$ cat src/rtl/cct_pkg.sv
package cct_pkg;

  localparam int ADDR_W = 2;
  localparam logic [ADDR_W-1:0] ADR_CTRL = 2'd0;
  localparam logic [ADDR_W-1:0] ADR_REGA = 2'd1;
  localparam logic [ADDR_W-1:0] ADR_REGB = 2'd2;
  localparam logic [ADDR_W-1:0] ADR_FLAG = 2'd3;

  localparam int CTRL_W = 16;
  localparam logic [CTRL_W-1:0] CTRL_MASK = 16'hF3F3;

  typedef enum logic [1:0] {
    WM_OFF    = 2'd0,
    WM_SETCLR = 2'd1,
    WM_TOG_A  = 2'd2,
    WM_TOG_B  = 2'd3
  } wave_mode_e;

  // Trigger code: 0 never, 1 rising, 2 falling, 3 both
  function automatic logic edge_hit(input logic [1:0] trig, input logic rise, input logic fall);
    return (trig[0] & rise) | (trig[1] & fall);
  endfunction

  // Next waveform state (1 = active); compare B has priority in set/clear mode
  function automatic logic wave_next(input wave_mode_e m, input logic st,
                                     input logic ev_a, input logic ev_b);
    case (m)
      WM_SETCLR: return ev_b ? 1'b0 : (ev_a ? 1'b1 : st);
      WM_TOG_A:  return ev_a ? ~st : st;
      WM_TOG_B:  return ev_b ? ~st : st;
      default:   return 1'b0;
    endcase
  endfunction

endpackage

$ cat src/rtl/cct_sync_edge.sv
module cct_sync_edge #(
  parameter int STAGES = 2
) (
  input  logic clk,
  input  logic rst_n,
  input  logic d_in,
  output logic rise,
  output logic fall
);
  localparam int TOP = STAGES - 1;

  logic [STAGES-1:0] sh_q;
  logic              prev_q;

  generate
    if (STAGES == 1) begin : g_one
      always_ff @(posedge clk or negedge rst_n)
        if (!rst_n) sh_q <= '0;
        else        sh_q <= d_in;
    end else begin : g_many
      always_ff @(posedge clk or negedge rst_n)
        if (!rst_n) sh_q <= '0;
        else        sh_q <= {sh_q[STAGES-2:0], d_in};
    end
  endgenerate

  always_ff @(posedge clk or negedge rst_n)
    if (!rst_n) prev_q <= 1'b0;
    else        prev_q <= sh_q[TOP];

  assign rise = sh_q[TOP] & ~prev_q;
  assign fall = ~sh_q[TOP] & prev_q;

endmodule

$ cat src/rtl/cct_unit.sv
module cct_unit
  import cct_pkg::*;
#(
  parameter int W = 16
) (
  input  logic         clk,
  input  logic         rst_n,
  input  logic         cap_mode,
  input  logic [1:0]   trig,
  input  logic [W-1:0] cnt_val,
  input  logic         cnt_en,
  input  logic         wr_reg,
  input  logic [W-1:0] wr_data,
  input  logic         clr_flag,
  input  logic         rise,
  input  logic         fall,
  output logic [W-1:0] reg_q,
  output logic         flag_q,
  output logic         cmp_ev,
  output logic         match_q
);
  logic cap_ev;

  assign cap_ev = cap_mode & edge_hit(trig, rise, fall);
  assign cmp_ev = ~cap_mode & cnt_en & (cnt_val == reg_q);

  always_ff @(posedge clk or negedge rst_n) begin
    if (!rst_n) begin
      reg_q   <= '0;
      flag_q  <= 1'b0;
      match_q <= 1'b0;
    end else begin
      match_q <= cmp_ev;
      if (cap_ev)      reg_q <= cnt_val;
      else if (wr_reg) reg_q <= wr_data;
      if (cap_ev)        flag_q <= 1'b1;
      else if (clr_flag) flag_q <= 1'b0;
    end
  end

  assert_capture_loads_R8: assert property (@(posedge clk) disable iff (!rst_n)
    cap_ev |=> (reg_q == $past(cnt_val)));

  assert_flag_sticky_R9: assert property (@(posedge clk) disable iff (!rst_n)
    (flag_q && !clr_flag) |=> flag_q);

  assert_no_match_in_capture_R11: assert property (@(posedge clk) disable iff (!rst_n)
    cap_mode |=> !match_q);

endmodule

$ cat src/rtl/cct_wave.sv
module cct_wave
  import cct_pkg::*;
(
  input  logic       clk,
  input  logic       rst_n,
  input  logic       en,
  input  logic [1:0] mode,
  input  logic       inv,
  input  logic       ev_a,
  input  logic       ev_b,
  output logic       wave_o
);
  wave_mode_e m;
  logic       st_q;
  logic       live;

  assign m    = wave_mode_e'(mode);
  assign live = en & (m != WM_OFF);

  always_ff @(posedge clk or negedge rst_n) begin
    if (!rst_n)     st_q <= 1'b0;
    else if (!live) st_q <= 1'b0;
    else            st_q <= wave_next(m, st_q, ev_a, ev_b);
  end

  assign wave_o = en ? (inv ^ (st_q & live)) : 1'b0;

  assert_tie_clear_R4: assert property (@(posedge clk) disable iff (!rst_n)
    (live && m == WM_SETCLR && ev_a && ev_b) |=> !st_q);

  assert_toggle_a_R5: assert property (@(posedge clk) disable iff (!rst_n)
    (live && m == WM_TOG_A && ev_a) |=> (st_q != $past(st_q)));

  assert_toggle_b_R6: assert property (@(posedge clk) disable iff (!rst_n)
    (live && m == WM_TOG_B && ev_b) |=> (st_q != $past(st_q)));

endmodule

$ cat src/rtl/cct_chan.sv
module cct_chan
  import cct_pkg::*;
#(
  parameter int W         = 16,
  parameter int SYNC_STGS = 2
) (
  input  logic              clk,
  input  logic              rst_n,
  input  logic              wr_en,
  input  logic [ADDR_W-1:0] wr_addr,
  input  logic [W-1:0]      wr_data,
  input  logic [ADDR_W-1:0] rd_addr,
  output logic [W-1:0]      rd_data,
  input  logic [W-1:0]      cnt_val,
  input  logic              cnt_en,
  input  logic              cap_in_a,
  input  logic              cap_in_b,
  output logic              match_a,
  output logic              match_b,
  output logic              out_a,
  output logic              out_b
);
  localparam int NU = 2;
  localparam int UB = CTRL_W / NU;

  logic [CTRL_W-1:0] ctrl_q;
  logic [NU-1:0]     cap_in, rise, fall, flag, cmp_ev, match, wave;
  logic [W-1:0]      reg_q [NU];

  assign cap_in = {cap_in_b, cap_in_a};

  always_ff @(posedge clk or negedge rst_n)
    if (!rst_n)                             ctrl_q <= '0;
    else if (wr_en && wr_addr == ADR_CTRL)  ctrl_q <= CTRL_W'(wr_data) & CTRL_MASK;

  generate
    for (genvar g = 0; g < NU; g++) begin : g_unit
      logic [UB-1:0] cfg;
      logic          wr_sel;
      assign cfg    = ctrl_q[g*UB +: UB];
      assign wr_sel = wr_en && (wr_addr == ADDR_W'(ADR_REGA + g));

      cct_sync_edge #(.STAGES(SYNC_STGS)) u_sync (
        .clk(clk), .rst_n(rst_n), .d_in(cap_in[g]),
        .rise(rise[g]), .fall(fall[g]));

      cct_unit #(.W(W)) u_unit (
        .clk(clk), .rst_n(rst_n),
        .cap_mode(cfg[0]), .trig(cfg[7:6]),
        .cnt_val(cnt_val), .cnt_en(cnt_en),
        .wr_reg(wr_sel), .wr_data(wr_data),
        .clr_flag(wr_en && wr_addr == ADR_FLAG && wr_data[g]),
        .rise(rise[g]), .fall(fall[g]),
        .reg_q(reg_q[g]), .flag_q(flag[g]),
        .cmp_ev(cmp_ev[g]), .match_q(match[g]));

      cct_wave u_wave (
        .clk(clk), .rst_n(rst_n),
        .en(~cfg[0]), .mode(cfg[5:4]), .inv(cfg[1]),
        .ev_a(cmp_ev[0]), .ev_b(cmp_ev[1]),
        .wave_o(wave[g]));
    end
  endgenerate

  always_comb begin
    case (rd_addr)
      ADR_CTRL: rd_data = W'(ctrl_q);
      ADR_REGA: rd_data = reg_q[0];
      ADR_REGB: rd_data = reg_q[1];
      default:  rd_data = W'(flag);
    endcase
  end

  assign match_a = match[0];
  assign match_b = match[1];
  assign out_a   = wave[0];
  assign out_b   = wave[1];

  assert_reserved_clear_R2: assert property (@(posedge clk) disable iff (!rst_n)
    (wr_en && wr_addr == ADR_CTRL) |=> (ctrl_q[3:2] == 2'b00 && ctrl_q[11:10] == 2'b00));

  assert_strobe_needs_enable_R3: assert property (@(posedge clk) disable iff (!rst_n)
    !cnt_en |=> (!match_a && !match_b));

endmodule

$ cat config.mk
export PLATFORM = sky130hd
export DESIGN_NAME = cct_chan
export DESIGN_NICKNAME = d
export VERILOG_FILES = /design/src/rtl/cct_pkg.sv /design/src/rtl/cct_sync_edge.sv /design/src/rtl/cct_unit.sv /design/src/rtl/cct_wave.sv /design/src/rtl/cct_chan.sv
export SDC_FILE = /design/constraint.sdc
export NUM_CORES = 1
export LEC_CHECK = 0
export CORE_MARGIN = 3
export CORE_UTILIZATION = 52
export CTS_CLUSTER_SIZE = 14
export DETAILED_ROUTE_END_ITERATION = 16
export PLACE_DENSITY_LB_ADDON = 0.12
export SLEW_MARGIN = 20
export SYNTH_ARGS = -nofsm -noshare
export SYNTH_HDL_FRONTEND = slang
export SYNTH_HIERARCHICAL = 1
export SYNTH_SLANG_ARGS = --single-unit
$ cat constraint.sdc
create_clock -name clk -period 2 [get_ports clk]
set_input_delay 0.4 -clock clk [delete_from_list [all_inputs] [get_ports clk]]
set_output_delay 0.4 -clock clk [all_outputs]
set_load 0.05 [all_outputs]
==> flow_summary.html <==
<table>
<tr><th>Metric</th><th>Value</th></tr>
<tr><th colspan="2">Yosys</th></tr>
<tr><td>Simple-Gate Fraction of Synth Area</td><td>0.1241</td></tr>
<tr><td>Main flop type after synthesis</td><td>dfrtp_1</td></tr>
<tr><td>Sequential fraction of the synthesis area</td><td>0.4411</td></tr>
<tr><td>Netlist cell types</td><td>31</td></tr>
<tr><td>Cell area after synthesis</td><td>3177 sq um</td></tr>
<tr><td>Share of synthesized area spent on multiplexers</td><td>0.1891</td></tr>
<tr><td>Adder-Cell Fraction of Synth Area</td><td>0</td></tr>
<tr><td>Yosys warning count</td><td>6</td></tr>
<tr><td>Post-synthesis compound-gate area fraction</td><td>0.1079</td></tr>
<tr><td>Number of synthesized flops with an enable pin</td><td>0</td></tr>
<tr><td>Parity-gate share of the synthesized area counting xor and xnor cells</td><td>0.09925</td></tr>
<tr><td>Cell count after synthesis</td><td>293</td></tr>
<tr><td>Share of synthesized flip-flops with an asynchronous set or reset</td><td>1.000</td></tr>
<tr><td>Nets in the synthesized netlist</td><td>335</td></tr>
<tr><td>Biggest area contributors in the synthesized netlist</td><td>dfrtp_1 (44%), mux2i_1 (13%), xor2_1 (9.9%)</td></tr>
<tr><td>Top-area cell type share of the netlist area</td><td>0.4411</td></tr>
<tr><td>Synth area leader</td><td>dfrtp_1</td></tr>
<tr><td>Average cell area after synthesis</td><td>10.84 sq um</td></tr>
<tr><td>Flops &amp; latches, synth</td><td>56</td></tr>
<tr><td>Main combinational cell family by area after synthesis</td><td>multiplexers</td></tr>
<tr><th colspan="2">Hold path</th></tr>
<tr><td>Kind of path behind the tightest hold check</td><td>input pin to asynchronous set/reset pin</td></tr>
<tr><th colspan="2">Floorplanning</th></tr>
<tr><td>Initial Util</td><td>0.5564</td></tr>
<tr><td>Die Height</td><td>84.16 um</td></tr>
<tr><td>I/O pin cnt</td><td>62</td></tr>
<tr><td>Total core area</td><td>5709 sq um</td></tr>
<tr><td># rows</td><td>27</td></tr>
<tr><td>DIE AREA</td><td>7083 sq um</td></tr>
<tr><td>Die Span X</td><td>84.16 um</td></tr>
<tr><th colspan="2">Worst setup path</th></tr>
<tr><td>Required time at the endpoint of the critical path</td><td>2240 ps</td></tr>
<tr><td>Top cell family by delay on the critical path</td><td>simple AND/OR/NAND/NOR gates</td></tr>
<tr><td>Crit path top cell by count</td><td>buf_4</td></tr>
<tr><td>Buffers &amp; Inverters on Critical Path</td><td>3</td></tr>
<tr><td>Maximum fanout count along the critical path</td><td>4</td></tr>
<tr><td>Worst setup SP type</td><td>input pin</td></tr>
<tr><td>CP max stage cell</td><td>nor4_2</td></tr>
<tr><td>Critical path's largest stage delay</td><td>380 ps</td></tr>
<tr><td>Cells along the critical path</td><td>dlygate4sd2_1, xor2_1, nor4_2, buf_4, nand4_1, nor4_4, buf_4, nand4b_1, a31oi_1</td></tr>
<tr><td>Critical path start-end classification</td><td>input pin to flip-flop</td></tr>
<tr><td>Data arrival, critical path</td><td>roughly 2300 ps</td></tr>
<tr><td>Kind of end point of the critical path</td><td>flip-flop</td></tr>
<tr><th colspan="2">STA</th></tr>
<tr><td>Highest clock rate</td><td>495.6 MHz</td></tr>
<tr><td>Worst clock skew</td><td>between 10 and 15 ps</td></tr>
<tr><td>Minimum clock period after layout</td><td>between 2000 and 2500 ps</td></tr>
<tr><td>Actual transition at the worst max-transition pin</td><td>519.8 ps</td></tr>
<tr><td>Setup repair after global routing missed its margin</td><td>yes</td></tr>
<tr><td>Number of failing hold endpoints at the final stage</td><td>0</td></tr>
<tr><td>Worst Slack Setup Final</td><td>-17.66 ps</td></tr>
<tr><td>Worst max-slew margin expressed relative to the limit</td><td>0.6535</td></tr>
<tr><td>Post-route clock period utilization</td><td>1.009</td></tr>
<tr><td>Count of endpoints failing setup in the final report</td><td>2</td></tr>
<tr><td>Number of pins with negative max-slew slack in the final report</td><td>0</td></tr>
<tr><td>Aggregate negative setup slack</td><td>-24.39 ps</td></tr>
<tr><th colspan="2">Clocking</th></tr>
<tr><td>Count of H-tree levels built during CTS</td><td>2</td></tr>
<tr><td>TritonCTS clock tree</td><td>built</td></tr>
<tr><td>Clock slew at the register clock pins of the worst setup and hold paths</td><td>100 ps</td></tr>
<tr><td>Clock buffers created by TritonCTS</td><td>5</td></tr>
<tr><td>Sinks on the clock net</td><td>56</td></tr>
<tr><td>Worst skew pair latency</td><td>310 ps</td></tr>
<tr><td>Maximum buffer depth of the clock tree</td><td>2</td></tr>
<tr><td>Clock Tree Root</td><td>clkbuf_8</td></tr>
<tr><th colspan="2">Detailed routing</th></tr>
<tr><td>Remaining DRCs</td><td>0</td></tr>
<tr><td>Via/cell ratio</td><td>5.778</td></tr>
<tr><td>Post-Route WL</td><td>8765 um</td></tr>
<tr><td>DRT antenna net count</td><td>0</td></tr>
<tr><td>Average wire per standard cell</td><td>19.10 um</td></tr>
<tr><td>Initial DRC Count</td><td>239</td></tr>
<tr><td>Detailed-route via count</td><td>around 2700</td></tr>
<tr><td>Number of optimization iterations in the first detailed-route pass</td><td>4</td></tr>
<tr><th colspan="2">Placed design</th></tr>
<tr><td>Number of I/O port buffers</td><td>61</td></tr>
<tr><td>Estimated wirelength of the detail-placed design</td><td>6314 um</td></tr>
<tr><td>Final RePlAce weighted congestion</td><td>0.8611</td></tr>
<tr><th colspan="2">Power</th></tr>
<tr><td>Power per cell area</td><td>977.0 nW/um^2</td></tr>
<tr><td>Leakage</td><td>0.001953 uW</td></tr>
<tr><td>Worst-case vdd ir drop</td><td>between 0.0005 and 0.0006 V</td></tr>
<tr><th colspan="2">Layout</th></tr>
<tr><td>Most frequent standard cell in the layout excluding fill and tap cells</td><td>dfrtp_1</td></tr>
<tr><td>Share of post-route cells with drive strength above 1</td><td>0.2842</td></tr>
<tr><td>Number of nets at the end of the flow</td><td>428</td></tr>
<tr><td>Relative area change from synthesis to final layout</td><td>43.36%</td></tr>
<tr><td>Most frequent cells in the layout</td><td>dfrtp_1 (56), mux2i_1 (41), xor2_1 (36), nor2_1 (34), a21oi_1 (32)</td></tr>
<tr><td>Layout fillers</td><td>about 390</td></tr>
<tr><td>Antenna diodes</td><td>0</td></tr>
<tr><td>Post-Route Utilization</td><td>0.7977</td></tr>
<tr><th colspan="2">Global route</th></tr>
<tr><td>GRT Resource Usage Total</td><td>0.2538</td></tr>
<tr><td>Wire length of the first global-routing pass</td><td>14170 um</td></tr>
<tr><td>Number of antenna violations at the first check in global routing</td><td>0</td></tr>
<tr><td>Maximum number of pins on one net before global-route repair</td><td>37</td></tr>
<tr><td>Via count of the first global-routing pass</td><td>2795</td></tr>
<tr><td>Remaining global-route overflow</td><td>0</td></tr>
<tr><th colspan="2">Run status</th></tr>
<tr><td>Violations in the final reports</td><td>negative setup slack</td></tr>
<tr><td>Run status</td><td>finished, violations left</td></tr>
<tr><th colspan="2">Job</th></tr>
<tr><td>Maximum Capacitance Violations</td><td>0</td></tr>
</table>
worst paths after layout:
kind                       slack [ps]  depth (start not counted)                              startpoint                               endpoint
setup / recovery                  -20                          9                             cnt_val[10]      g_unit[0].u_wave/st_q$_DFFE_PN0P_
hold / removal                     50                          1                                   rst_n  g_unit[0].u_unit/reg_q[2]$_DFFE_PN0P_
setup reg to reg                  -20                          8  g_unit[1].u_unit/reg_q[10]$_DFFE_PN0P_      g_unit[0].u_wave/st_q$_DFFE_PN0P_
hold reg to reg                   360                          0      g_unit[1].u_sync/sh_q[0]$_DFF_PN0_     g_unit[1].u_sync/sh_q[1]$_DFF_PN0_
max in group asynchronous        1370                          2                                   rst_n  g_unit[0].u_unit/reg_q[8]$_DFFE_PN0P_
min in group clk                  360                          0      g_unit[1].u_sync/sh_q[0]$_DFF_PN0_     g_unit[1].u_sync/sh_q[1]$_DFF_PN0_
power by group:
| group | total (uW) | switching, uW | internal (uW) |
|---|---|---|---|
| Combinational | 1950 | 1000 | 948 |
| Sequential | 1760 | 325 | 1440 |
| Clock | 742 | 370 | 371 |
registers in the layout (all words and copies together) (netlist names):
register               count
g_unit.u_unit/reg_q       32
ctrl_q                    12
g_unit.u_sync/sh_q         4
g_unit.u_sync/prev_q       2
g_unit.u_unit/flag_q       2
g_unit.u_unit/match_q      2
g_unit.u_wave/st_q         2
through the flow:
| stage | total power [uW] | cells | cell area (sq um) | setup WS (ps) | hold slack, ps |
|---|---|---|---|---|---|
| finish | 4450 | 459 | 4554 | -17.66 | 49.96 |
| global route | 4669 | 459 | 4554 | -111.4 | 72.12 |
| CTS | 4405 | 456 | 4518 | -64.70 | 58.29 |
| detailed placement | 3580 | 444 | 4303 | -647.5 | 337.0 |
| global placement | 3526 | 444 | 4303 | -505.3 | 335.2 |
| floorplan | 2771 | 293 | 3239 | 257.2 | 104.4 |
Yosys cell counts, drive strengths merged, types with 3 or more instances:
library cell / n
dfrtp: 56
mux2i: 42
xor2: 36
nor2: 35
a21oi: 32
buf: 14
mux2: 12
o2bb2ai: 10
nor4: 8
a22o: 6
and2b: 6
inv: 6
o21ai: 6
nor2b: 4
nand2: 3
nor3b: 3
cell type report:
cell class / count / area [sq um] / share of cell area
inverters: 6 / 22.52 / 0.004945
repair buffers: 101 / 1157 / 0.2541
clock buffers: 5 / 68.82 / 0.01511
multi-input cells: 216 / 1772 / 0.3890
well taps: 72 / 90.09 / 0.01978
clock inverters: 3 / 42.54 / 0.009341
flip-flops and latches: 56 / 1401 / 0.3077
cell families (layout without fill, tap and decap cells):
| family | after synthesis | after routing |
|---|---|---|
| simple gates | 68 | 68 |
| compound gates | 56 | 56 |
| mux | 56 | 56 |
| flops | 56 | 56 |
| xor+xnor | 36 | 36 |
| buf+inv | 21 | 115 |
timing repair:
item,CTS,global route
gates cloned,1,0
setup endpoints to repair,19,2
gates resized for setup,27,3
pin swaps,7,6
setup buffers,3,3
hold buffers,0,0
layer usage:
| metal | up-vias | GRT usage | part of all wire |
|---|---|---|---|
| met5 | - | 0 | 0 |
| met4 | 0 | 0.05117 | 0.010 |
| met3 | 8 | 0.04122 | 0.057 |
| met2 | 99 | 0.4426 | 0.51 |
| met1 | 1316 | 0.3357 | 0.43 |
| li1 | 1229 | - | - |
(Power assumes the default switching activity.)
